$ cat config.mk
export PLATFORM = sky130hd
export DESIGN_NAME = asr_slave
export DESIGN_NICKNAME = d
export VERILOG_FILES = /design/src/rtl/asr_pkg.sv /design/src/rtl/asr_sync.sv /design/src/rtl/asr_decode.sv /design/src/rtl/asr_regfile.sv /design/src/rtl/asr_slave.sv
export SDC_FILE = /design/constraint.sdc
export NUM_CORES = 1
export LEC_CHECK = 0
export BUFFER_PORTS_ARGS = -buffer_cell sky130_fd_sc_hd__buf_2
export CAP_MARGIN = 20
export CORE_AREA = 3 3 199 201
export DETAILED_ROUTE_END_ITERATION = 10
export DIE_AREA = 0 0 202 204
export PLACE_DENSITY_LB_ADDON = 0.12
export SLEW_MARGIN = 20
export SYNTH_ARGS = -nofsm -noshare
export SYNTH_HDL_FRONTEND = slang
export SYNTH_SLANG_ARGS = --single-unit
$ cat constraint.sdc
create_clock -name clk -period 5.2 [get_ports clk]
set_clock_uncertainty 0.2 [all_clocks]
set_input_delay 1.04 -clock clk [delete_from_list [all_inputs] [get_ports clk]]
set_output_delay 1.04 -clock clk [all_outputs]
set_load 0.1 [all_outputs]
$ cat src/rtl/asr_pkg.sv
package asr_pkg;
   typedef enum logic [2:0] {
      ST_IDLE,
      ST_SEL,
      ST_LANE,
      ST_ACK,
      ST_SKIP
   } asr_state_t;

   localparam int ASR_DW = 32;
   localparam int ASR_MODW = 6;
endpackage

$ cat src/rtl/asr_sync.sv
module asr_sync #(
   parameter int W = 4,
   parameter logic [W-1:0] RST_VAL = '1
) (
   input  logic         clk,
   input  logic         rst_n,
   input  logic [W-1:0] d,
   output logic [W-1:0] q
);
   logic [W-1:0] meta;

   initial begin : prm_chk
      assert (W >= 1) else $error("asr_sync: W must be at least 1");
   end

   always_ff @(posedge clk or negedge rst_n) begin
      if (!rst_n) begin
         meta <= RST_VAL;
         q    <= RST_VAL;
      end else begin
         meta <= d;
         q    <= meta;
      end
   end
endmodule

$ cat src/rtl/asr_decode.sv
module asr_decode #(
   parameter int IDX_W = 3,
   parameter logic [5:0] MOD16 = 6'h29,
   parameter logic [5:0] MOD24 = 6'h39,
   parameter logic [5:0] MOD32 = 6'h09,
   parameter logic [31:0] BASE16 = 32'h0000_1000,
   parameter logic [31:0] BASE24 = 32'h0020_0000,
   parameter logic [31:0] BASE32 = 32'h8000_0000
) (
   input  logic [5:0]       mod,
   input  logic [31:1]      addr,
   output logic             hit,
   output logic [IDX_W-1:0] idx
);
   localparam int LOW = IDX_W + 2;
   localparam logic [31:0] WIN = (32'h1 << LOW) - 32'h1;
   localparam logic [3*6-1:0] CODES = {MOD32, MOD24, MOD16};
   localparam logic [3*32-1:0] SPAN = {32'hFFFF_FFFF, 32'h00FF_FFFF, 32'h0000_FFFF};
   localparam logic [3*32-1:0] BASES = {BASE32, BASE24, BASE16};

   initial begin : prm_chk
      assert (IDX_W >= 1 && LOW < 16) else $error("asr_decode: window width out of range");
      assert ((BASE16 & ~32'h0000_FFFF) == 32'h0) else $error("asr_decode: BASE16 exceeds 16-bit space");
      assert ((BASE24 & ~32'h00FF_FFFF) == 32'h0) else $error("asr_decode: BASE24 exceeds 24-bit space");
      assert (MOD16 != MOD24 && MOD24 != MOD32 && MOD16 != MOD32) else $error("asr_decode: codes must differ");
   end

   logic [31:0] full_addr;
   logic [2:0]  sp_hit;

   assign full_addr = {addr, 1'b0};

   for (genvar g = 0; g < 3; g++) begin : g_space
      localparam logic [31:0] CMP = SPAN[g*32 +: 32] & ~WIN;
      assign sp_hit[g] = (mod == CODES[g*6 +: 6]) &&
                         ((full_addr & CMP) == (BASES[g*32 +: 32] & CMP));
   end

   assign hit = |sp_hit;
   assign idx = full_addr[LOW-1:2];
endmodule

$ cat src/rtl/asr_regfile.sv
module asr_regfile #(
   parameter int NREG  = 8,
   parameter int IDX_W = 3,
   parameter int DW    = 32
) (
   input  logic             clk,
   input  logic             rst_n,
   input  logic             we,
   input  logic [IDX_W-1:0] idx,
   input  logic [DW/8-1:0]  be,
   input  logic [DW-1:0]    wdata,
   output logic [DW-1:0]    rdata
);
   localparam int NB = DW / 8;

   initial begin : prm_chk
      assert (DW % 8 == 0) else $error("asr_regfile: DW must be a byte multiple");
      assert (NREG == (1 << IDX_W)) else $error("asr_regfile: NREG must equal 2**IDX_W");
   end

   for (genvar b = 0; b < NB; b++) begin : g_lane
      logic [7:0] lane_mem [NREG];

      always_ff @(posedge clk or negedge rst_n) begin
         if (!rst_n) begin
            for (int r = 0; r < NREG; r++) lane_mem[r] <= 8'h00;
         end else if (we && be[b]) begin
            lane_mem[idx] <= wdata[b*8 +: 8];
         end
      end

      assign rdata[b*8 +: 8] = lane_mem[idx];
   end

   AST_WE_HAS_LANE: assert property (@(posedge clk) disable iff (!rst_n)
      we |-> (be != '0));
endmodule

$ cat src/rtl/asr_slave.sv
module asr_slave
   import asr_pkg::*;
#(
   parameter int NREG = 8,
   parameter logic [5:0] MOD16 = 6'h29,
   parameter logic [5:0] MOD24 = 6'h39,
   parameter logic [5:0] MOD32 = 6'h09,
   parameter logic [31:0] BASE16 = 32'h0000_1000,
   parameter logic [31:0] BASE24 = 32'h0020_0000,
   parameter logic [31:0] BASE32 = 32'h8000_0000
) (
   input  logic        clk,
   input  logic        rst_n,
   input  logic        bus_astb_n,
   input  logic [1:0]  bus_dstb_n,
   input  logic [31:1] bus_addr,
   input  logic [5:0]  bus_mod,
   input  logic        bus_long_n,
   input  logic        bus_intack_n,
   input  logic        bus_wr_n,
   input  logic [31:0] bus_din,
   output logic [31:0] bus_dout,
   output logic        bus_doe,
   output logic        bus_ack_n
);
   localparam int IDX_W = $clog2(NREG);
   localparam int NB = ASR_DW / 8;

   initial begin : prm_chk
      assert (NREG >= 2 && NREG <= 256) else $error("asr_slave: NREG out of range");
      assert (NREG == (1 << IDX_W)) else $error("asr_slave: NREG must be a power of two");
   end

   // synchronised strobes and write line
   logic [3:0] sync_q;
   logic       as_s, wr_s, as_prev;
   logic [1:0] ds_s;

   asr_sync #(.W(4), .RST_VAL(4'b1111)) i_sync (
      .clk   (clk),
      .rst_n (rst_n),
      .d     ({bus_astb_n, bus_dstb_n, bus_wr_n}),
      .q     (sync_q)
   );
   assign {as_s, ds_s, wr_s} = sync_q;

   // address phase latch
   logic [31:1]         adr_q;
   logic [5:0]          mod_q;
   logic                long_q, intack_q;
   logic                as_fall;
   asr_state_t          st, nxt;

   assign as_fall = as_prev && !as_s;

   always_ff @(posedge clk or negedge rst_n) begin
      if (!rst_n) begin
         as_prev  <= 1'b1;
         adr_q    <= '0;
         mod_q    <= '0;
         long_q   <= 1'b0;
         intack_q <= 1'b0;
      end else begin
         as_prev <= as_s;
         if (st == ST_IDLE && as_fall) begin
            adr_q    <= bus_addr;
            mod_q    <= bus_mod;
            long_q   <= !bus_long_n;
            intack_q <= !bus_intack_n;
         end
      end
   end

   logic             hit;
   logic [IDX_W-1:0] idx;

   asr_decode #(
      .IDX_W (IDX_W), .MOD16 (MOD16), .MOD24 (MOD24), .MOD32 (MOD32),
      .BASE16 (BASE16), .BASE24 (BASE24), .BASE32 (BASE32)
   ) i_dec (
      .mod  (mod_q),
      .addr (adr_q),
      .hit  (hit),
      .idx  (idx)
   );

   // lane and size selection
   logic [1:0]        lanes;
   logic              size_ok, xfer, we;
   logic [NB-1:0]     be;
   logic [31:0]       wdata, rdata, rd_fmt;

   assign lanes   = ~ds_s;
   assign size_ok = long_q ? (lanes == 2'b11) : (lanes != 2'b00);
   assign xfer    = (st == ST_LANE) && size_ok;
   assign we      = xfer && !wr_s;

   always_comb begin
      if (long_q) begin
         be     = '1;
         wdata  = bus_din;
         rd_fmt = rdata;
      end else begin
         be     = adr_q[1] ? {2'b00, lanes} : {lanes, 2'b00};
         wdata  = {bus_din[15:0], bus_din[15:0]};
         rd_fmt = {16'h0000, adr_q[1] ? rdata[15:0] : rdata[31:16]};
      end
   end

   asr_regfile #(.NREG(NREG), .IDX_W(IDX_W), .DW(ASR_DW)) i_rf (
      .clk   (clk),
      .rst_n (rst_n),
      .we    (we),
      .idx   (idx),
      .be    (be),
      .wdata (wdata),
      .rdata (rdata)
   );

   // handshake state machine
   always_comb begin
      nxt = st;
      case (st)
         ST_IDLE: if (as_fall) nxt = ST_SEL;
         ST_SEL: begin
            if (as_s) nxt = ST_IDLE;
            else if (hit && !intack_q && ds_s != 2'b11) nxt = ST_LANE;
         end
         ST_LANE: begin
            if (lanes == 2'b00) nxt = ST_SEL;
            else if (size_ok)   nxt = ST_ACK;
            else                nxt = ST_SKIP;
         end
         ST_ACK:  if (ds_s == 2'b11) nxt = ST_SEL;
         ST_SKIP: if (ds_s == 2'b11) nxt = ST_SEL;
         default: nxt = ST_IDLE;
      endcase
   end

   logic        rd_cyc_q;
   logic [31:0] rd_q;

   always_ff @(posedge clk or negedge rst_n) begin
      if (!rst_n) begin
         st       <= ST_IDLE;
         rd_cyc_q <= 1'b0;
         rd_q     <= '0;
      end else begin
         st <= nxt;
         if (xfer) begin
            rd_cyc_q <= wr_s;
            rd_q     <= wr_s ? rd_fmt : 32'h0;
         end
      end
   end

   assign bus_ack_n = (st != ST_ACK);
   assign bus_doe   = (st == ST_ACK) && rd_cyc_q;
   assign bus_dout  = rd_q;

   AST_OE_WITH_ACK: assert property (@(posedge clk) disable iff (!rst_n)
      bus_doe |-> !bus_ack_n);
   AST_ACK_HOLD: assert property (@(posedge clk) disable iff (!rst_n)
      (!bus_ack_n && ds_s != 2'b11) |=> !bus_ack_n);
   AST_ADDR_KEPT: assert property (@(posedge clk) disable iff (!rst_n)
      (st != ST_IDLE && $past(st) != ST_IDLE) |-> $stable(adr_q));
   AST_ACK_NEEDS_STROBE: assert property (@(posedge clk) disable iff (!rst_n)
      $fell(bus_ack_n) |-> (ds_s != 2'b11));
   AST_INTACK_SILENT: assert property (@(posedge clk) disable iff (!rst_n)
      (st != ST_IDLE && intack_q) |-> bus_ack_n);
   AST_LONG_BOTH_LANES: assert property (@(posedge clk) disable iff (!rst_n)
      ($fell(bus_ack_n) && long_q) |-> ($past(lanes) == 2'b11));
endmodule

==> impl_metrics.env <==
export IMPL_status="completed"
export IMPL_cts_tree="yes"
export IMPL_cts_clk_slew_worst_paths_ps=60
export IMPL_dp_cells=1787
export IMPL_gp_congestion=0.820
export IMPL_max_freq_mhz=300
export IMPL_post_cts_setup_buffers=0
export IMPL_clk_root_buffer_cell="clkbuf_16"
export IMPL_slew_viol_final=0
export IMPL_reg2reg_to="i_rf.g_lane[3].lane_mem[45]$_DFFE_PN0P_"
export IMPL_numCtsBuffers=40
export IMPL_die_h_um=204
export IMPL_hold_path_cell_count=0
export IMPL_drt_pass1_iter_count=5
export IMPL_area_growth_pct=15.7
export IMPL_r2r_setup_slack_ps=1870
export IMPL_vias=10500
export IMPL_post_route_period_util=0.640
export IMPL_cts_resized=0
export IMPL_hp_start="i_sync.meta[2]$_DFF_PN1_"
export IMPL_grt_util_all_layers=0.221
export IMPL_power_frac_clock=0.257
export IMPL_die_x_um=202
export IMPL_setup_viol=0
export IMPL_wl_per_cell_um=24.3
export IMPL_dp_hpwl_mm=30.7
export IMPL_internal_power_mw=6.47
export IMPL_critPathKind="reg2reg"
export IMPL_die_area_um2=41200
export IMPL_cp_data_required_time_ps=5370
export IMPL_leakage_nw=7.64
export IMPL_power_density_nw_per_um2=612
export IMPL_grt_first_pass_wirelength_mm=68.7
export IMPL_port_buffers=110
export IMPL_r2r_start="adr_q[4]$_DFFE_PN0P_"
export IMPL_critPathLaunchType="flip-flop"
export IMPL_synth_edf_count=0
export IMPL_via_per_inst=5.65
export IMPL_overflow=0
export IMPL_syn_cell_area_um2=15100
export IMPL_p_sw_frac=0.396
export IMPL_fill_cells=3489
export IMPL_yosys_mux_area_fraction=0.205
export IMPL_irDropWorstVdd_uv=491
export IMPL_clkSinkCount=340
export IMPL_drt_iter0_drc=662
export IMPL_synth_warnings=0
export IMPL_end_kind="flip-flop"
export IMPL_ant_nets=0
export IMPL_relSlewSlack=0.270
export IMPL_worst_pin_slew_ps=1070
export IMPL_layout_cells_non_filler=1858
export IMPL_holdPathEnd="i_sync.q[2]$_DFF_PN1_"
export IMPL_syn_nets=1285
export IMPL_synth_top_family_by_area="multiplexers"
export IMPL_rsz0062_at_grt="false"
export IMPL_switchingPower_mw=4.24
export IMPL_num_antenna_cells=0
export IMPL_synth_seq_area_share=0.563
export IMPL_cts_path_max_buffers=3
export IMPL_coreArea_um2=37800
export IMPL_path_max_fanout=57
export IMPL_synth_seq_cells=340
export IMPL_timing_hold_violations_final=0
export IMPL_crit_arrival_ps=3500
export IMPL_cts_max_level=2
export IMPL_ios=111
export IMPL_num_rows=71
export IMPL_synth_xor_xnor_area_share=0.000579
export IMPL_synth_compound_area_frac=0.108
export IMPL_final_nets=1395
export IMPL_p_seq_frac=0.396
export IMPL_initial_core_util=0.400
export IMPL_synth_ff_type="dfrtp_1"
export IMPL_drv_cap=0
export IMPL_first_global_vias=10500
export IMPL_tns_ps=0
export IMPL_finalWirelength_mm=45.2
export IMPL_hold_path_class="reg2reg"
export IMPL_yosys_area_share_simple=0.100
export IMPL_async_flop_share=1.00
export IMPL_period_needed_ps=3330
export IMPL_insertion_delay_ps=530
export IMPL_synth_cell_types=55
export IMPL_drive_above_1_share=0.229
export IMPL_syn_avg_cell_area_um2=12.5
export IMPL_comb_power_share=0.346
export IMPL_synth_cells=1208
export IMPL_antenna_found_initial=1
export IMPL_synthAdderAreaFrac=0
export IMPL_drc_errors=0
export IMPL_ff2ff_path_depth=4
export IMPL_postCtsHoldBufs=0
export IMPL_grt_max_degree=116
[cell families (layout without fill, tap and decap cells)]
logic type / count (synthesis) / after routing
multiplexers: 258 / 258
AO/OA/AOI/OAI: 260 / 260
flip-flops: 340 / 340
XOR/XNOR: 1 / 1
buffers and inverters: 68 / 207
AND/OR/NAND/NOR: 281 / 281
[metal layers]
layer,vias to the layer above,global-route usage,wire length [µm]
li1,4661,-,-
met1,5438,0.326,21100
met2,324,0.338,20200
met3,74,0.0389,2710
met4,0,0.0591,1150
met5,-,0,0
[Yosys cell counts, types with 4 or more instances]
master | n | area, µm²
dfrtp_1 | 331 | 8280
nor2_1 | 149 | 559
mux2_1 | 148 | 1670
a21oi_1 | 142 | 711
mux2i_1 | 48 | 480
nand2_1 | 47 | 176
mux2_2 | 39 | 439
buf_2 | 37 | 185
o21ai_0 | 32 | 160
mux4_2 | 23 | 518
nor2_4 | 18 | 203
a221oi_1 | 16 | 140
a32o_1 | 16 | 160
a22oi_1 | 15 | 113
clkbuf_1 | 14 | 52.6
nor3_4 | 14 | 228
dfstp_2 | 9 | 236
nor2b_1 | 9 | 56.3
a221o_1 | 8 | 80.1
a22o_1 | 6 | 52.6
inv_1 | 6 | 22.5
nor4_1 | 6 | 37.5
o221ai_1 | 6 | 52.6
and2_1 | 4 | 25.0
buf_4 | 4 | 30.0
nand3_1 | 4 | 20.0
nor4b_1 | 4 | 35.0
[cell type report]
cell class / count / area (µm²) / area share
clock buffer: 60 / 1190 / 0.0679
multi-input combinational: 800 / 6290 / 0.359
inverter: 7 / 26.3 / 0.00150
sequential: 340 / 8530 / 0.487
clock inverter: 11 / 105 / 0.00601
timing repair buffer: 129 / 728 / 0.0416
tap: 511 / 639 / 0.0365
[through the flow]
stage / setup slack (ps) / cell area, µm² / power, mW / util / hold WS, ps
floorplan: 2450 / 15100 / 6.77 / - / 145
global placement: 1670 / 16200 / 7.93 / 0.429 / 147
detailed placement: 1540 / 16200 / 7.98 / 0.429 / 147
CTS: 1520 / 17500 / 10.8 / 0.463 / 151
global route: 1690 / 17500 / 11.3 / 0.463 / 157
finish: 1870 / 17500 / 10.7 / 0.463 / 150
[layout by cell type (no fill, tap or decap), types with 16 or more instances in the layout]
| master | instances |
|---|---|
| a21oi_1 | 142 |
| a221oi_1 | 16 |
| a32o_1 | 16 |
| buf_2 | 109 |
| buf_4 | 17 |
| clkbuf_16 | 41 |
| dfrtp_1 | 328 |
| mux2_1 | 148 |
| mux2_2 | 39 |
| mux2i_1 | 48 |
| mux4_2 | 23 |
| nand2_1 | 47 |
| nor2_1 | 148 |
| nor2_4 | 19 |
| o21ai_0 | 32 |
[power groups by stage]
stage | Clock [mW] | Sequential [mW] | Combinational, mW
after floorplan | 0 | 4.65 | 2.13
after global placement | 0 | 4.27 | 3.66
after detailed placement | 0 | 4.27 | 3.70
after CTS | 2.82 | 4.24 | 3.71
after global routing | 2.93 | 4.36 | 3.97
final | 2.76 | 4.24 | 3.71
[sequential cells by signal, indices dropped and copies added, names as in the netlist]
| name | count |
|---|---|
| i_rf.g_lane.lane_mem | 256 |
| bus_dout | 32 |
| rd_cyc_q | 1 |
| intack_q | 1 |
| mod_q | 6 |
| long_q | 1 |
| st | 3 |
| adr_q | 31 |
| i_sync.q | 4 |
| as_prev | 1 |
| i_sync.meta | 4 |
[how the worst max path moves through the flow]
stage	from	end	slack, ps	cells after the start
after floorplan	st[2]$_DFFE_PN0P_	bus_doe	2450	2
after detailed placement	long_q$_DFFE_PN0P_	bus_dout[24]$_DFFE_PN0P_	1540	5
final	adr_q[4]$_DFFE_PN0P_	i_rf.g_lane[3].lane_mem[45]$_DFFE_PN0P_	1870	4
after global routing	adr_q[4]$_DFFE_PN0P_	i_rf.g_lane[3].lane_mem[42]$_DFFE_PN0P_	1690	5
after CTS	long_q$_DFFE_PN0P_	bus_dout[19]$_DFFE_PN0P_	1520	5
after global placement	long_q$_DFFE_PN0P_	bus_dout[16]$_DFFE_PN0P_	1670	5
[critical path, stage by stage, from the launching register on]
cell	delay, ps
dfrtp_4	780
and2b_1	780
nand2_1	510
nor3_4	690
a21oi_1	150
No activity file was read; power rests on OpenSTA's default activity.
